**src/rtl/keyed_wdt_pkg.sv**
```systemverilog
package keyed_wdt_pkg;
  localparam logic [7:0] KEY_ARM  = 8'h55;
  localparam logic [7:0] KEY_FIRE = 8'hAA;

  typedef struct packed {
    logic kick;  // armed 0xAA write: restart the count
    logic tick;  // counted E cycle while enabled
  } wdtStrobe_t;
endpackage

```
**src/rtl/keyed_wdt_ctrl.sv**
```systemverilog
module keyed_wdt_ctrl
  import keyed_wdt_pkg::*;
#(
  parameter int RATE_W = 2,
  parameter int WINDOW = 64
) (
  input  logic              clk,
  input  logic              rstN,
  input  logic              eTick,
  input  logic              wrEn,
  input  logic [7:0]        wrData,
  input  logic [RATE_W-1:0] rateSel,
  input  logic              disableCfg,
  output wdtStrobe_t        strb,
  output logic [RATE_W-1:0] rateReg,
  output logic              runEn
);
  localparam int WIN_W = $clog2(WINDOW + 1);

  logic             armed;
  logic             cfgDone;
  logic [WIN_W-1:0] winCnt;
  logic             winOpen;

  assign winOpen = (winCnt != WIN_W'(WINDOW));

  // Enable is latched once, on the first edge after reset release
  always_ff @(posedge clk or negedge rstN) begin
    if (!rstN) begin
      cfgDone <= 1'b0;
      runEn   <= 1'b0;
    end else if (!cfgDone) begin
      cfgDone <= 1'b1;
      runEn   <= !disableCfg;
    end
  end

  // Rate follows the input only while the post-reset window is open
  always_ff @(posedge clk or negedge rstN) begin
    if (!rstN) begin
      winCnt  <= '0;
      rateReg <= '0;
    end else if (winOpen) begin
      rateReg <= rateSel;
      if (eTick) winCnt <= winCnt + 1'b1;
    end
  end

  // Two-step key: 0x55 arms, 0xAA fires and disarms, others ignored
  always_ff @(posedge clk or negedge rstN) begin
    if (!rstN) begin
      armed <= 1'b0;
    end else if (wrEn) begin
      if (wrData == KEY_ARM)       armed <= 1'b1;
      else if (wrData == KEY_FIRE) armed <= 1'b0;
    end
  end

  always_comb begin
    strb.kick = wrEn && (wrData == KEY_FIRE) && armed;
    strb.tick = eTick && runEn;
  end

  a_r1_arm_on_key: assert property (@(posedge clk) disable iff (!rstN)
    (wrEn && wrData == KEY_ARM) |=> armed);

  a_r3_other_keeps_arm: assert property (@(posedge clk) disable iff (!rstN)
    (wrEn && wrData != KEY_ARM && wrData != KEY_FIRE) |=> $stable(armed));

  a_r7_rate_frozen: assert property (@(posedge clk) disable iff (!rstN)
    !winOpen |=> $stable(rateReg));
endmodule

```
**src/rtl/keyed_wdt_datapath.sv**
```systemverilog
module keyed_wdt_datapath
  import keyed_wdt_pkg::*;
#(
  parameter int BASE_LOG2  = 15,
  parameter int RATE_W     = 2,
  parameter int RATE_SHIFT = 2
) (
  input  logic              clk,
  input  logic              rstN,
  input  wdtStrobe_t        strb,
  input  logic [RATE_W-1:0] rateReg,
  output logic              expired
);
  localparam int MAX_SH = BASE_LOG2 + RATE_SHIFT * ((1 << RATE_W) - 1);
  localparam int CNT_W  = MAX_SH + 1;

  logic [CNT_W-1:0] cnt;
  logic [7:0]       shAmt;
  logic [CNT_W-1:0] lastVal;

  assign shAmt   = 8'(BASE_LOG2) + 8'(RATE_SHIFT) * 8'(rateReg);
  assign lastVal = (CNT_W'(1) << shAmt) - CNT_W'(1);

  always_ff @(posedge clk or negedge rstN) begin
    if (!rstN) begin
      cnt     <= '0;
      expired <= 1'b0;
    end else if (!expired) begin
      if (strb.kick) begin
        cnt <= '0;
      end else if (strb.tick) begin
        if (cnt >= lastVal) expired <= 1'b1;
        else                cnt     <= cnt + 1'b1;
      end
    end
  end

  a_r1_kick_zeroes: assert property (@(posedge clk) disable iff (!rstN)
    (strb.kick && !expired) |=> (cnt == '0));

  a_r5_hold_without_tick: assert property (@(posedge clk) disable iff (!rstN)
    (!strb.tick && !strb.kick) |=> $stable(cnt));

  a_r8_sticky: assert property (@(posedge clk) disable iff (!rstN)
    expired |=> expired);
endmodule

```
**src/rtl/keyed_wdt.sv**
```systemverilog
module keyed_wdt
  import keyed_wdt_pkg::*;
#(
  parameter int BASE_LOG2  = 15,
  parameter int RATE_SHIFT = 2,
  parameter int WINDOW     = 64
) (
  input  logic       clk,
  input  logic       rstN,
  input  logic       eTick,
  input  logic       wrEn,
  input  logic [7:0] wrData,
  input  logic [1:0] rateSel,
  input  logic       disableCfg,
  output logic       resetReq
);
  localparam int RATE_W = 2;

  wdtStrobe_t        strb;
  logic [RATE_W-1:0] rateReg;
  logic              runEn;

  keyed_wdt_ctrl #(.RATE_W(RATE_W), .WINDOW(WINDOW)) u_ctrl (
    .clk(clk), .rstN(rstN), .eTick(eTick), .wrEn(wrEn), .wrData(wrData),
    .rateSel(rateSel), .disableCfg(disableCfg),
    .strb(strb), .rateReg(rateReg), .runEn(runEn)
  );

  keyed_wdt_datapath #(.BASE_LOG2(BASE_LOG2), .RATE_W(RATE_W), .RATE_SHIFT(RATE_SHIFT)) u_dp (
    .clk(clk), .rstN(rstN), .strb(strb), .rateReg(rateReg), .expired(resetReq)
  );

  a_r6_disabled_silent: assert property (@(posedge clk) disable iff (!rstN)
    !runEn |-> !resetReq);
endmodule

```
**config.mk**
```make
export PLATFORM = sky130hd
export DESIGN_NAME = keyed_wdt
export DESIGN_NICKNAME = d
export VERILOG_FILES = /design/src/rtl/keyed_wdt_pkg.sv /design/src/rtl/keyed_wdt_ctrl.sv /design/src/rtl/keyed_wdt_datapath.sv /design/src/rtl/keyed_wdt.sv
export SDC_FILE = /design/constraint.sdc
export NUM_CORES = 1
export LEC_CHECK = 0
export CAP_MARGIN = 20
export CORE_ASPECT_RATIO = 0.8
export CORE_MARGIN = 5
export CORE_UTILIZATION = 41
export DETAILED_ROUTE_END_ITERATION = 6
export PLACE_DENSITY = 0.55
export SLEW_MARGIN = 20
export SYNTH_ARGS = -nofsm -noshare
export SYNTH_HDL_FRONTEND = slang
export SYNTH_SLANG_ARGS = --single-unit
```
**constraint.sdc**
```tcl
create_clock -name clk -period 4.92 [get_ports clk]
set_clock_uncertainty 0.05 [all_clocks]
set_input_delay 0.492 -clock clk [delete_from_list [all_inputs] [get_ports clk]]
set_output_delay 0.492 -clock clk [all_outputs]
set_load 0.02 [all_outputs]
```
# After elaboration in Yosys (flattened, before gate mapping)
# Index checks and enable logic that the tools add are counted.
[word_totals] inputBits=15 register_bits=35
[classes] mux=9 order_cmp=1 eq_ne=4 n_shift=1 bitwise_logic=1 n_reduce_logical=9 add_sub_neg=4
[ops] cell="2-to-1 mux 22 bit" count=3
[ops] cell="adder 22 x 1 -> 22 bit, second input constant" count=1
[ops] cell="greater-or-equal comparator 22 bit" count=1
[ops] cell="left shift 1 x 8 -> 22 bit, first input constant" count=1
[ops] cell="subtractor 22 x 2 -> 22 bit, second input constant" count=1
[ops] cell="== test 8 x 7 -> 1 bit, second input constant" count=1
[ops] cell="== test 8 bit, second input constant" count=1
[ops] cell="adder 7 x 1 -> 7 bit, second input constant" count=1
[ops] cell="inequality test 7 bit, second input constant" count=1
[ops] cell="2-to-1 mux 1 bit" count=6
[ops] cell="adder 4 x 3 -> 5 bit, first input constant" count=1
[ops] cell="AND reduction 2 bit" count=2
[ops] cell="nonzero test 2 bit" count=2
[ops] cell="logical AND 1 bit" count=3
[ops] cell="AND reduction 3 bit" count=1
[ops] cell="inequality test 2 bit, second input constant" count=1
[ops] cell="zero test 1 bit" count=1
[ops] cell="inverter 1 bit" count=1

# Logic depth before layout (Yosys ltp)
# Gate-level depths: netlist of run 1.
[logic_depth] depth_word=8 depth_mapped=9

# Cells and area by module
# Synthesis of run 1 repeated with hierarchy kept, for this count alone.
[hier_totals] cells_unflattened=240 area_unflattened_um2=2307.2
[by_module_without_submodules] mod="keyed_wdt_datapath" area_each_um2=1700.4 seq_area_each_um2=575.6 n_inst=1 cells_per_inst=188
[by_module_without_submodules] mod="keyed_wdt_ctrl" area_each_um2=606.8 seq_area_each_um2=300.3 n_inst=1 cells_per_inst=52

# Worst setup path after synthesis of run 1
# No wires, ideal clock.
[synth_path] path_kind="register -> register" startpoint="register u_ctrl.rateReg[1]" endpoint="register u_dp.cnt[5]" period_less_slack_ps=2208 arrival_ps=2034 path_slack_ps=2712 setup_time_ps=124 stages_incl_launch_ff=10 t_required_ps=4746 path_cell_list="dfrtp_1 -> inv_1 -> ha_1 -> a21oi_1 -> o21ai_0 -> a211oi_2 -> nand4_2 -> buf_6 -> o311a_2 -> o21bai_1"
[synth_via] elab_chain_cells=6
[synth_rtl] item="start, declared" line_no="keyed_wdt_ctrl.sv:15" source="output logic [RATE_W-1:0] rateReg,"
[synth_rtl] item="start signal, assigned" line_no="keyed_wdt_ctrl.sv:44" source="rateReg <= rateSel;"
[synth_rtl] item="adder 4 x 3 -> 5 bit" line_no="keyed_wdt_datapath.sv:21" source="assign shAmt = 8'(BASE_LOG2) + 8'(RATE_SHIFT) * 8'(rateReg);"
[synth_rtl] item="left shift 1 x 8 -> 22 bit" line_no="keyed_wdt_datapath.sv:22" source="assign lastVal = (CNT_W'(1) << shAmt) - CNT_W'(1);"
[synth_rtl] item="subtractor 22 x 2 -> 22 bit" line_no="keyed_wdt_datapath.sv:22"
[synth_rtl] item="greater-or-equal comparator 22 bit" line_no="keyed_wdt_datapath.sv:32" source="if (cnt >= lastVal) expired <= 1'b1;"
[synth_rtl] item="inequality test 2 bit (no line)"
[synth_rtl] item="AND reduction 3 bit (no line)"
[synth_rtl] item="end signal, assigned" line_no="keyed_wdt_datapath.sv:33" source="else cnt <= cnt + 1'b1;"
[synth_rtl] item="end, declared" line_no="keyed_wdt_datapath.sv:17" source="logic [CNT_W-1:0] cnt;"
# Every way passes these cells.
# A chain may end at the register's enable or synchronous reset.

# Worst setup path in the final report of run 1
[layout_path] startpoint="register u_ctrl.rateReg[1]" endpoint="register u_dp.cnt[11]"
# The elaborated chain is that of the path after synthesis.

==> flow_summary.toml, run 1 <==
[critical_path]
r2r_cells = 8
critPathKind = "reg -> reg"
crit_path_max_fanout = 15
cp-end-kind = "flop"
cp-start-kind = "flop"
reg2reg_to = "u_dp.cnt[11]"
max_stage_delay_ps = 590
r2r_slack_ps = 2230
r2r_start = "u_ctrl.rateReg[1]"
crit_path_cell_trace = "inv_1 -> ha_1 -> a21oi_1 -> o21ai_0 -> a211oi_2 -> nand4_2 -> or4_1 -> mux2i_1"
arrival_ps = 2840
cp_data_required_time_ps = 5070
crit_slowest_cell = "or4_1"

[global_routing]
antenna_found_initial = 0
grt_usage = 0.1522
grt_pass1_vias = 1795
grt_overflow = 0
grt_max_degree = 36
grt_pass1_wl_mm = 8.797

[placed_design]
dp_worst_setup_slack_ps = 1980
gp_congestion = 0.7930
hpwl_mm = 3.805
io_buffers = 15

[yosys]
synth_common_cells = "38 x nand2_1, 35 x dfrtp_1, 21 x ha_1"
ys_ff_latch = 35
ys_seq_area_frac = 0.3737
yosys_warnings = 0
netlist.area_leader.share = 0.3737
synth_area_per_cell_um2 = 9.412
netlist_area_um2 = 2343
synth.most_common_cell = "nand2_1"
synth_cells = 249
ys_async_sr_fraction = 1.000
yosysTopAreaCell = "dfrtp_1"
synth_cell_types = 53
synth_ff_type = "dfrtp_1"
ys_top_cells_by_area = "dfrtp_1 37%, ha_1 11%, nand2_1 6.1%, mux2i_1 5.6%, or4_1 3.2%"
synth_edf_count = 0

[timing]
fin_crit_ps = 2692
setup_ws_ps = 2228
slew-limit-headroom = 0.4485
fmax_ghz = 0.3715
tightest_slew_ps = 827.2
whs_ps = 243.8
finalHoldViolCount = 0
rsz0062_at_grt = "no"
slew_violations = 0
setup_tns_ps = 0
final-setup-viol-count = 0
period_share = 0.5471

[floorplan]
start_util = 0.4265
die_area_um2 = 7337
fp-row-count = 24
pin_count = 16
die_h_um = 77.62
coreArea_um2 = 5495
fp.dieW_um = 94.53

[cells_and_area]
fillers = 551
nets = 311
area_growth_pct = 15.00
antenna_cells = 0
drive_gt1_frac = 0.09058

[power]
power_frac_clock = 0.309
power.leakage_nw = 1.153
power_frac_seq = 0.514
switchingPower_uw = 225.0
combPwrFrac = 0.177
ir_drop_uv = 175.4
power_density_nw_per_um2 = 281.3
swShare = 0.2967
p_int_uw = 533.1

[detailed_routing]
wl_mm = 5.123
first_iter_violations = 82
antenna_left = 0
dr.pass1.iters = 4
drc_errors = 0
dr_total_vias = 1896
via_per_inst = 5.356
wl_per_cell_um = 14.47

[hold_path]
worstHoldPathType = "in -> async"

[cts]
holdBufCountCts = 0
cts_buffer_depth = 2
tritoncts = "yes"
cts-root-buf = "clkbuf_8"
cts-resized-gates = 0
cts_buffers = 5
cts_sinks = 35
cts_setup_buffers = 0
clk_pin_slew_worst_paths_ps = 80
clock_latency_ps = 290
htreeDepth = 2

[flow_run]
maxCapViolations = 0

[status]
status = "complete, no violations"
## registers in the layout, indices dropped and copies added (netlist names)
| signal | count |
|---|---|
| u_dp.expired | 1 |
| u_dp.cnt | 22 |
| u_ctrl.cfgDone | 1 |
| u_ctrl.armed | 1 |
| u_ctrl.rateReg | 2 |
| u_ctrl.runEn | 1 |
| u_ctrl.winCnt | 7 |
## worst max-delay path by stage
| stage | cells past startpoint | to | slack (ps) | startpoint |
|---|---|---|---|---|
| 2_1_floorplan | 9 | u_dp.cnt[5] | 2710 | u_ctrl.rateReg[1] |
| 3_3_place_gp | 6 | u_dp.cnt[5] | 2070 | wrData[4] |
| 3_5_place_dp | 6 | u_dp.cnt[5] | 1980 | wrData[4] |
| 4_1_cts | 8 | u_dp.cnt[11] | 2220 | u_ctrl.rateReg[1] |
| 5_1_grt | 8 | u_dp.cnt[11] | 1980 | u_ctrl.rateReg[1] |
| 6_report | 8 | u_dp.cnt[11] | 2230 | u_ctrl.rateReg[1] |
## cell families after synthesis
group,count (synthesis),synth area share
and+or+nand+nor,113,0.2654
AOI/OAI and AO/OA,39,0.1212
DFF,35,0.3737
adders and majority gates,21,0.1121
buffers and inverters,17,0.03203
muxes,16,0.06994
xor gates and xnor gates,6,0.02242
other,2,0.003205
## cell type report
class / instances / area [um^2] / area share
repair buffers: 15 / 145.1 / 0.05385
flip-flops and latches: 35 / 875.8 / 0.3250
multi-input cells: 207 / 1435 / 0.5325
clock buffers: 8 / 100.1 / 0.03714
well taps: 78 / 97.59 / 0.03621
inverters: 11 / 41.29 / 0.01532
## worst max-delay path: cells and delay by family, from the launching register on
kind,cells,cell delay (ps)
buffers and inverters,1,110
and+or+nand+nor,2,980
DFF,1,420
adders and majority gates,1,320
muxes,1,150
AOI/OAI and AO/OA,3,570
## routing by layer
layer / vias to the layer above / GRT usage / part of all wire
li1: 953 / - / -
met1: 898 / 0.2450 / 0.55
met2: 38 / 0.2040 / 0.40
met3: 7 / 0.02998 / 0.044
met4: 0 / 0.03890 / 0.011
met5: - / 0 / 0
## cell usage in the layout (no fill, tap or decap), types with 4 or more instances in the layout
master,Yosys,layout
nor2_1,13,13
xnor2_1,4,4
nor3_1,9,9
o21ai_0,6,6
ha_1,21,21
a21oi_1,10,10
nand4_1,6,6
nand2b_1,7,7
nand2_1,38,38
or4_1,10,10
dfrtp_1,35,35
clkdlybuf4s50_1,0,14
clkbuf_8,0,7
nand3_1,8,8
mux2i_1,13,13
inv_1,11,11
conb_1,2,12
o31ai_1,4,4
## power by group through the flow
| stage | Combinational [mW] | Clock, mW | Sequential, mW |
|---|---|---|---|
| 6_report | 0.134 | 0.234 | 0.390 |
| 5_1_grt | 0.154 | 0.254 | 0.398 |
| 4_1_cts | 0.136 | 0.241 | 0.390 |
| 3_5_place_dp | 0.136 | 0 | 0.394 |
| 3_3_place_gp | 0.133 | 0 | 0.395 |
| 2_1_floorplan | 0.100 | 0 | 0.380 |
## per-stage QoR
step / instance area [um^2] / std cells / power, mW / utilization
floorplan: 2381 / 259 / 0.4806 / -
global placement: 2590 / 346 / 0.5285 / 0.4713
detailed placement: 2590 / 346 / 0.5297 / 0.4713
CTS: 2690 / 354 / 0.7662 / 0.4895
global route: 2695 / 354 / 0.8058 / 0.4904
finish: 2695 / 354 / 0.7581 / 0.4904
Power figures use the tool's default switching activity.
==> run 2, diff against run 1 <==
--- a/config.mk
+++ b/config.mk
@@ -10,7 +10,7 @@
 export CORE_MARGIN = 5
 export CORE_UTILIZATION = 41
 export DETAILED_ROUTE_END_ITERATION = 6
-export PLACE_DENSITY = 0.55
+export PLACE_DENSITY = 0.57
 export SLEW_MARGIN = 20
 export SYNTH_ARGS = -nofsm -noshare
 export SYNTH_HDL_FRONTEND = slang
==> constraint.sdc (replaced) <==
create_clock -name clk -period 2.2 [get_ports clk]
set_clock_uncertainty 0.05 [all_clocks]
set_input_delay 0.22 -clock clk [delete_from_list [all_inputs] [get_ports clk]]
set_output_delay 0.22 -clock clk [all_outputs]
set_load 0.02 [all_outputs]
==> run 2 against run 1 <==
  * The flow now finishes with violations (negative hold slack, negative setup slack)
  * Sequential share of layout area shrank 5.8 points
  * Combinational power grew to 3.2 times the previous value
  * Clock power is 110% higher
  * First-iteration DRC count grew 28%
  * Cell count rose by 12%
  * Largest cell class unchanged
  * Power rose by 130%
  * Register-to-register slack got worse by 2400 ps
  * Count of clock-buffer cells in the layout shrank 2
  * Utilization grew 11 points
  * Largest power group unchanged
  * Routed wire length rose by 15%
  * Final area is 22% higher
  * Flip-flop and latch count stayed put
==> flow_summary.toml, run 2 (synthesis results as in run 1) <==
[status]
status = "finished with violations"
violations = "negative hold slack, negative setup slack"

[cells_and_area]
area_growth_pct = 40.20
drive_gt1_frac = 0.2978
largest_reg_flops = 22
layout_commonest_cell = "buf_4"
antenna_cells = 0
post-route-cell-area_um2 = 3286
nets = 355
final_cell_mix = "39 x buf_4, 36 x nand2_1, 34 x dfrtp_1, 17 x ha_1, 14 x clkdlybuf4s50_1"
top_regs = "u_dp.cnt (22), u_ctrl.winCnt (7), u_ctrl.rateReg (2)"
top_register = "u_dp.cnt"

[timing]
period_share = 1.075
setup_ws_ps = -164.5
whs_ps = -39.02
fmax_ghz = 0.4229
finalHoldViolCount = 35
tightest_slew_ps = 800.3
final-setup-viol-count = 16
slew-limit-headroom = 0.4665
rsz0062_at_grt = "yes"
setup_tns_ps = -1082
fin_crit_ps = 2364
slew_violations = 0

[detailed_routing]
via_per_inst = 5.264
dr.pass1.iters = 4
wl_mm = 5.869
first_iter_violations = 105
dr_total_vias = 2090
drc_errors = 0
wl_per_cell_um = 14.78
antenna_left = 0

[critical_path]
cp-start-kind = "flop"
critPathKind = "reg -> reg"
crit_path_max_fanout = 6
r2r_slack_ps = -160
crit_path_cell_trace = "nand2_2 -> ha_4 -> nand4b_4 -> o21ai_2 -> a211oi_4 -> buf_6 -> nand4_4 -> or4_1 -> mux2i_1"
r2r_cells = 9
crit_slowest_cell = "or4_1"
arrival_ps = 2520
cp-end-kind = "flop"
max_stage_delay_ps = 500
cp_data_required_time_ps = 2360

[hold_path]
worstHoldPathType = "in -> async"

[power]
ir_drop_uv = 402.2
power.leakage_nw = 1.412
power_density_nw_per_um2 = 536.8

[global_routing]
grt_pass1_wl_mm = 9.770
grt_overflow = 0
grt_max_degree = 36
grt_usage = 0.1684
grt_pass1_vias = 2093
antenna_found_initial = 0

[floorplan]
start_util = 0.4265
fp-row-count = 24
die_area_um2 = 7337
die_h_um = 77.62
coreArea_um2 = 5495
fp.dieW_um = 94.53
pin_count = 16

[cts]
htreeDepth = 2
clk_pin_slew_worst_paths_ps = 80
cts_buffer_depth = 2
cts-root-buf = "clkbuf_8"
holdBufCountCts = 0
cts_sinks = 35
cts_buffers = 5
tritoncts = "yes"
clock_latency_ps = 290

[placed_design]
placedInstanceArea_um2 = 2925
hpwl_mm = 4.194
gp_congestion = 0.8553
io_buffers = 15

[flow_run]
maxCapViolations = 0
[run 2: changes by cell type in the layout (fill, tap and decap cells not counted), moves of 4 or more]
| cell | previous run | this run |
|---|---|---|
| nor3_1 | 9 | 2 |
| buf_6 | 0 | 4 |
| buf_4 | 0 | 39 |
| nor3_2 | 0 | 5 |
| ha_1 | 21 | 17 |
| ha_4 | 0 | 4 |
[run 2: area by class of cell]
cell class              count  area, um^2
clock buffers               6       82.58
clock inverters             1       5.005
fillers                   464        2210
inverters                  11       43.79
multi-input cells         208        1697
flip-flops and latches     35       877.1
well taps                  78       97.59
repair buffers             58       483.0
[run 2: repair_timing]
| action | 4_1_cts | 5_1_grt |
|---|---|---|
| endpoints found under the setup margin | 22 | 23 |
| gates resized for setup | 34 | 10 |
| gates cloned | 1 | 0 |
| buffers inserted | 4 | 1 |
| pin swaps | 9 | 2 |
[run 2: path summary, 6_finish.rpt]
| path | end | start |
|---|---|---|
| max | u_dp.cnt[13] | u_ctrl.rateReg[1] |
| min | u_dp.cnt[11] | rstN |
| max reg2reg | u_dp.cnt[13] | u_ctrl.rateReg[1] |
| min reg2reg | u_ctrl.runEn | u_ctrl.cfgDone |
| max in group asynchronous | u_ctrl.rateReg[1] | rstN |
| min in group clk | u_ctrl.runEn | u_ctrl.cfgDone |
[run 2: metrics by stage]
stage          power [mW]  worst slack [ps]  instances    util
2_1_floorplan       1.079             9.349        259       -
3_3_place_gp        1.248            -201.7        384  0.5323
3_5_place_dp        1.255            -259.9        384  0.5323
4_1_cts             1.770            -139.5        396  0.5865
5_1_grt             1.881            -258.5        397  0.5979
6_report            1.764            -164.5        397  0.5979
[run 2: critical path: cells and delay by family, from the launching register on]
| family | cells | cell delay, ps |
|---|---|---|
| buf+inv | 1 | 170 |
| flops | 1 | 460 |
| fa+ha+maj | 1 | 210 |
| mux | 1 | 180 |
| simple gates | 4 | 870 |
| compound gates | 2 | 350 |
[run 2: report_power, final]
group          internal, mW  total [mW]  switching [mW]
sequential            0.745       0.844          0.0985
clock                 0.246       0.486           0.240
combinational         0.232       0.434           0.202
total                  1.22        1.76           0.541
[run 2: routing by layer]
metal  wire (um)  vias to the layer above  track usage
met1        2987                      994       0.2428
met4          89                        0      0.04755
met3         260                        8      0.04352
li1            -                     1045            -
met2        2531                       43       0.2493
met5           0                        -            0
==> run 3, diff against run 2 <==
--- a/config.mk
+++ b/config.mk
@@ -11,6 +11,7 @@
 export CORE_UTILIZATION = 41
 export DETAILED_ROUTE_END_ITERATION = 6
 export PLACE_DENSITY = 0.57
+export RECOVER_POWER = 50
 export SLEW_MARGIN = 20
 export SYNTH_ARGS = -nofsm -noshare
 export SYNTH_HDL_FRONTEND = slang
==> run 3 against run 2 <==
  * The run ends with max-capacitance violations, max-slew violations, negative setup slack left
  * Maximum frequency hardly changed
  * Critical path type unchanged
  * Largest cell class unchanged
  * Combinational power about the same
  * Highest routed layer unchanged
  * Worst setup slack about the same
  * Via count did not move
  * Routed wire length about the same
  * Clock power hardly changed
==> flow_summary.toml, run 3 (synthesis results as in run 1) <==
[cells_and_area]
top_register = "u_dp.cnt"
drive_gt1_frac = 0.2947
post-route-cell-area_um2 = 3284
layout_commonest_cell = "buf_4"
fin_cells = 397
nets = 355
final_cell_mix = "39 x buf_4, 36 x nand2_1, 34 x dfrtp_1, 17 x ha_1, 14 x clkdlybuf4s50_1"
largest_reg_flops = 22
top_regs = "u_dp.cnt (22), u_ctrl.winCnt (7), u_ctrl.rateReg (2)"
antenna_cells = 0
area_growth_pct = 40.15

[status]
violations = "max-capacitance violations, max-slew violations, negative setup slack"
status = "finished with violations"

[global_routing]
grt_usage = 0.1684
grt_pass1_vias = 2093
antenna_found_initial = 0
grt_overflow = 0
grt_max_degree = 36
grt_pass1_wl_mm = 9.770

[timing]
slew-limit-headroom = -0.2826
tightest_slew_ps = 1924
rsz0062_at_grt = "yes"
final-setup-viol-count = 16
fin_crit_ps = 2364
fmax_ghz = 0.4229
slew_violations = 36
finalHoldViolCount = 0
period_share = 1.075
setup_ws_ps = -164.4

[critical_path]
crit_path_max_fanout = 6
cp-start-kind = "flop"
arrival_ps = 2520
r2r_slack_ps = -160
r2r_start = "u_ctrl.rateReg[1]"
r2r_cells = 9
reg2reg_to = "u_dp.cnt[13]"
critPathKind = "reg -> reg"
cp-end-kind = "flop"
cp_data_required_time_ps = 2360

[cts]
clk_pin_slew_worst_paths_ps = 80
cts_sinks = 35
cts_buffers = 5
holdBufCountCts = 0
cts-root-buf = "clkbuf_8"
clock_latency_ps = 290
tritoncts = "yes"
htreeDepth = 2
cts_buffer_depth = 2

[detailed_routing]
first_iter_violations = 105
antenna_left = 0
wl_mm = 5.870
via_per_inst = 5.264
drc_errors = 0
wl_per_cell_um = 14.79
dr.pass1.iters = 4
dr_total_vias = 2090

[power]
ir_drop_uv = 402.2
combPwrFrac = 0.246
switchingPower_uw = 541.1
power_frac_clock = 0.276
power_mw = 1.764
power_frac_seq = 0.479
p_int_mw = 1.223
swShare = 0.3068
power_density_nw_per_um2 = 537.0
power.leakage_nw = 1.409

[floorplan]
start_util = 0.4265
die_h_um = 77.62
coreArea_um2 = 5495
pin_count = 16
die_area_um2 = 7337
fp.dieW_um = 94.53
fp-row-count = 24

[placed_design]
placedInstanceArea_um2 = 2925
io_buffers = 15
gp_congestion = 0.8553
hpwl_mm = 4.194
dpl.cell_count = 384

[flow_run]
maxCapViolations = 1

[hold_path]
worstHoldPathType = "in -> async"
[run 3: worst max path at each step]
stage / from / endpoint / cells after the start
4_1_cts: u_ctrl.rateReg[1] / u_dp.cnt[13] / 8
2_1_floorplan: u_ctrl.rateReg[1] / u_dp.cnt[5] / 9
3_5_place_dp: u_ctrl.rateReg[1] / u_dp.cnt[13] / 8
5_1_grt: u_ctrl.rateReg[1] / u_dp.cnt[8] / 11
6_report: u_ctrl.rateReg[1] / u_dp.cnt[13] / 9
3_3_place_gp: u_ctrl.rateReg[1] / u_dp.cnt[13] / 8
[run 3: repair_timing]
item	4_1_cts	5_1_grt
resized for setup	34	10
endpoints found under the setup margin	22	23
cloned	1	0
pin swaps	9	2
buffers inserted	4	1
[run 3: layout make-up]
type                    count  area [um^2]
inverters                  11        43.79
clock buffers               6        82.58
multi-input cells         208         1697
fillers                   465         2211
repair buffers             58        481.7
clock inverters             1        5.005
flip-flops and latches     35        877.1
well taps                  78        97.59
[run 3: routing by layer]
| metal | wire length, um | GRT usage | vias to the layer above |
|---|---|---|---|
| met1 | 2988 | 0.2428 | 994 |
| li1 | - | - | 1045 |
| met5 | 0 | 0 | - |
| met4 | 89 | 0.04755 | 0 |
| met2 | 2531 | 0.2493 | 43 |
| met3 | 260 | 0.04352 | 8 |
[run 3: per-stage QoR]
stage	setup WS [ps]	setup TNS, ps	util	hold WS [ps]
after floorplan	9.349	0	-	-125.6
after global placement	-201.7	-2370	0.5323	320.5
after detailed placement	-259.9	-3041	0.5323	314.8
after CTS	-139.5	-1263	0.5865	2.977
after global routing	-258.5	-3844	0.5977	427.6
final	-164.4	-1082	0.5977	404.1
[run 3: power groups by stage]
stage / clock, mW / sequential (mW) / combinational [mW]
detailed placement: 0 / 0.851 / 0.404
finish: 0.486 / 0.844 / 0.433
floorplan: 0 / 0.851 / 0.228
global placement: 0 / 0.851 / 0.398
CTS: 0.498 / 0.843 / 0.429
global route: 0.529 / 0.861 / 0.491
[run 3: critical path, stage by stage, from the launching register on]
cell and delay, ps:
dfrtp_2 460, nand2_2 100, ha_4 210, nand4b_4 110, o21ai_2 90, a211oi_4 260
buf_6 170, nand4_4 160, or4_1 500, mux2i_1 180
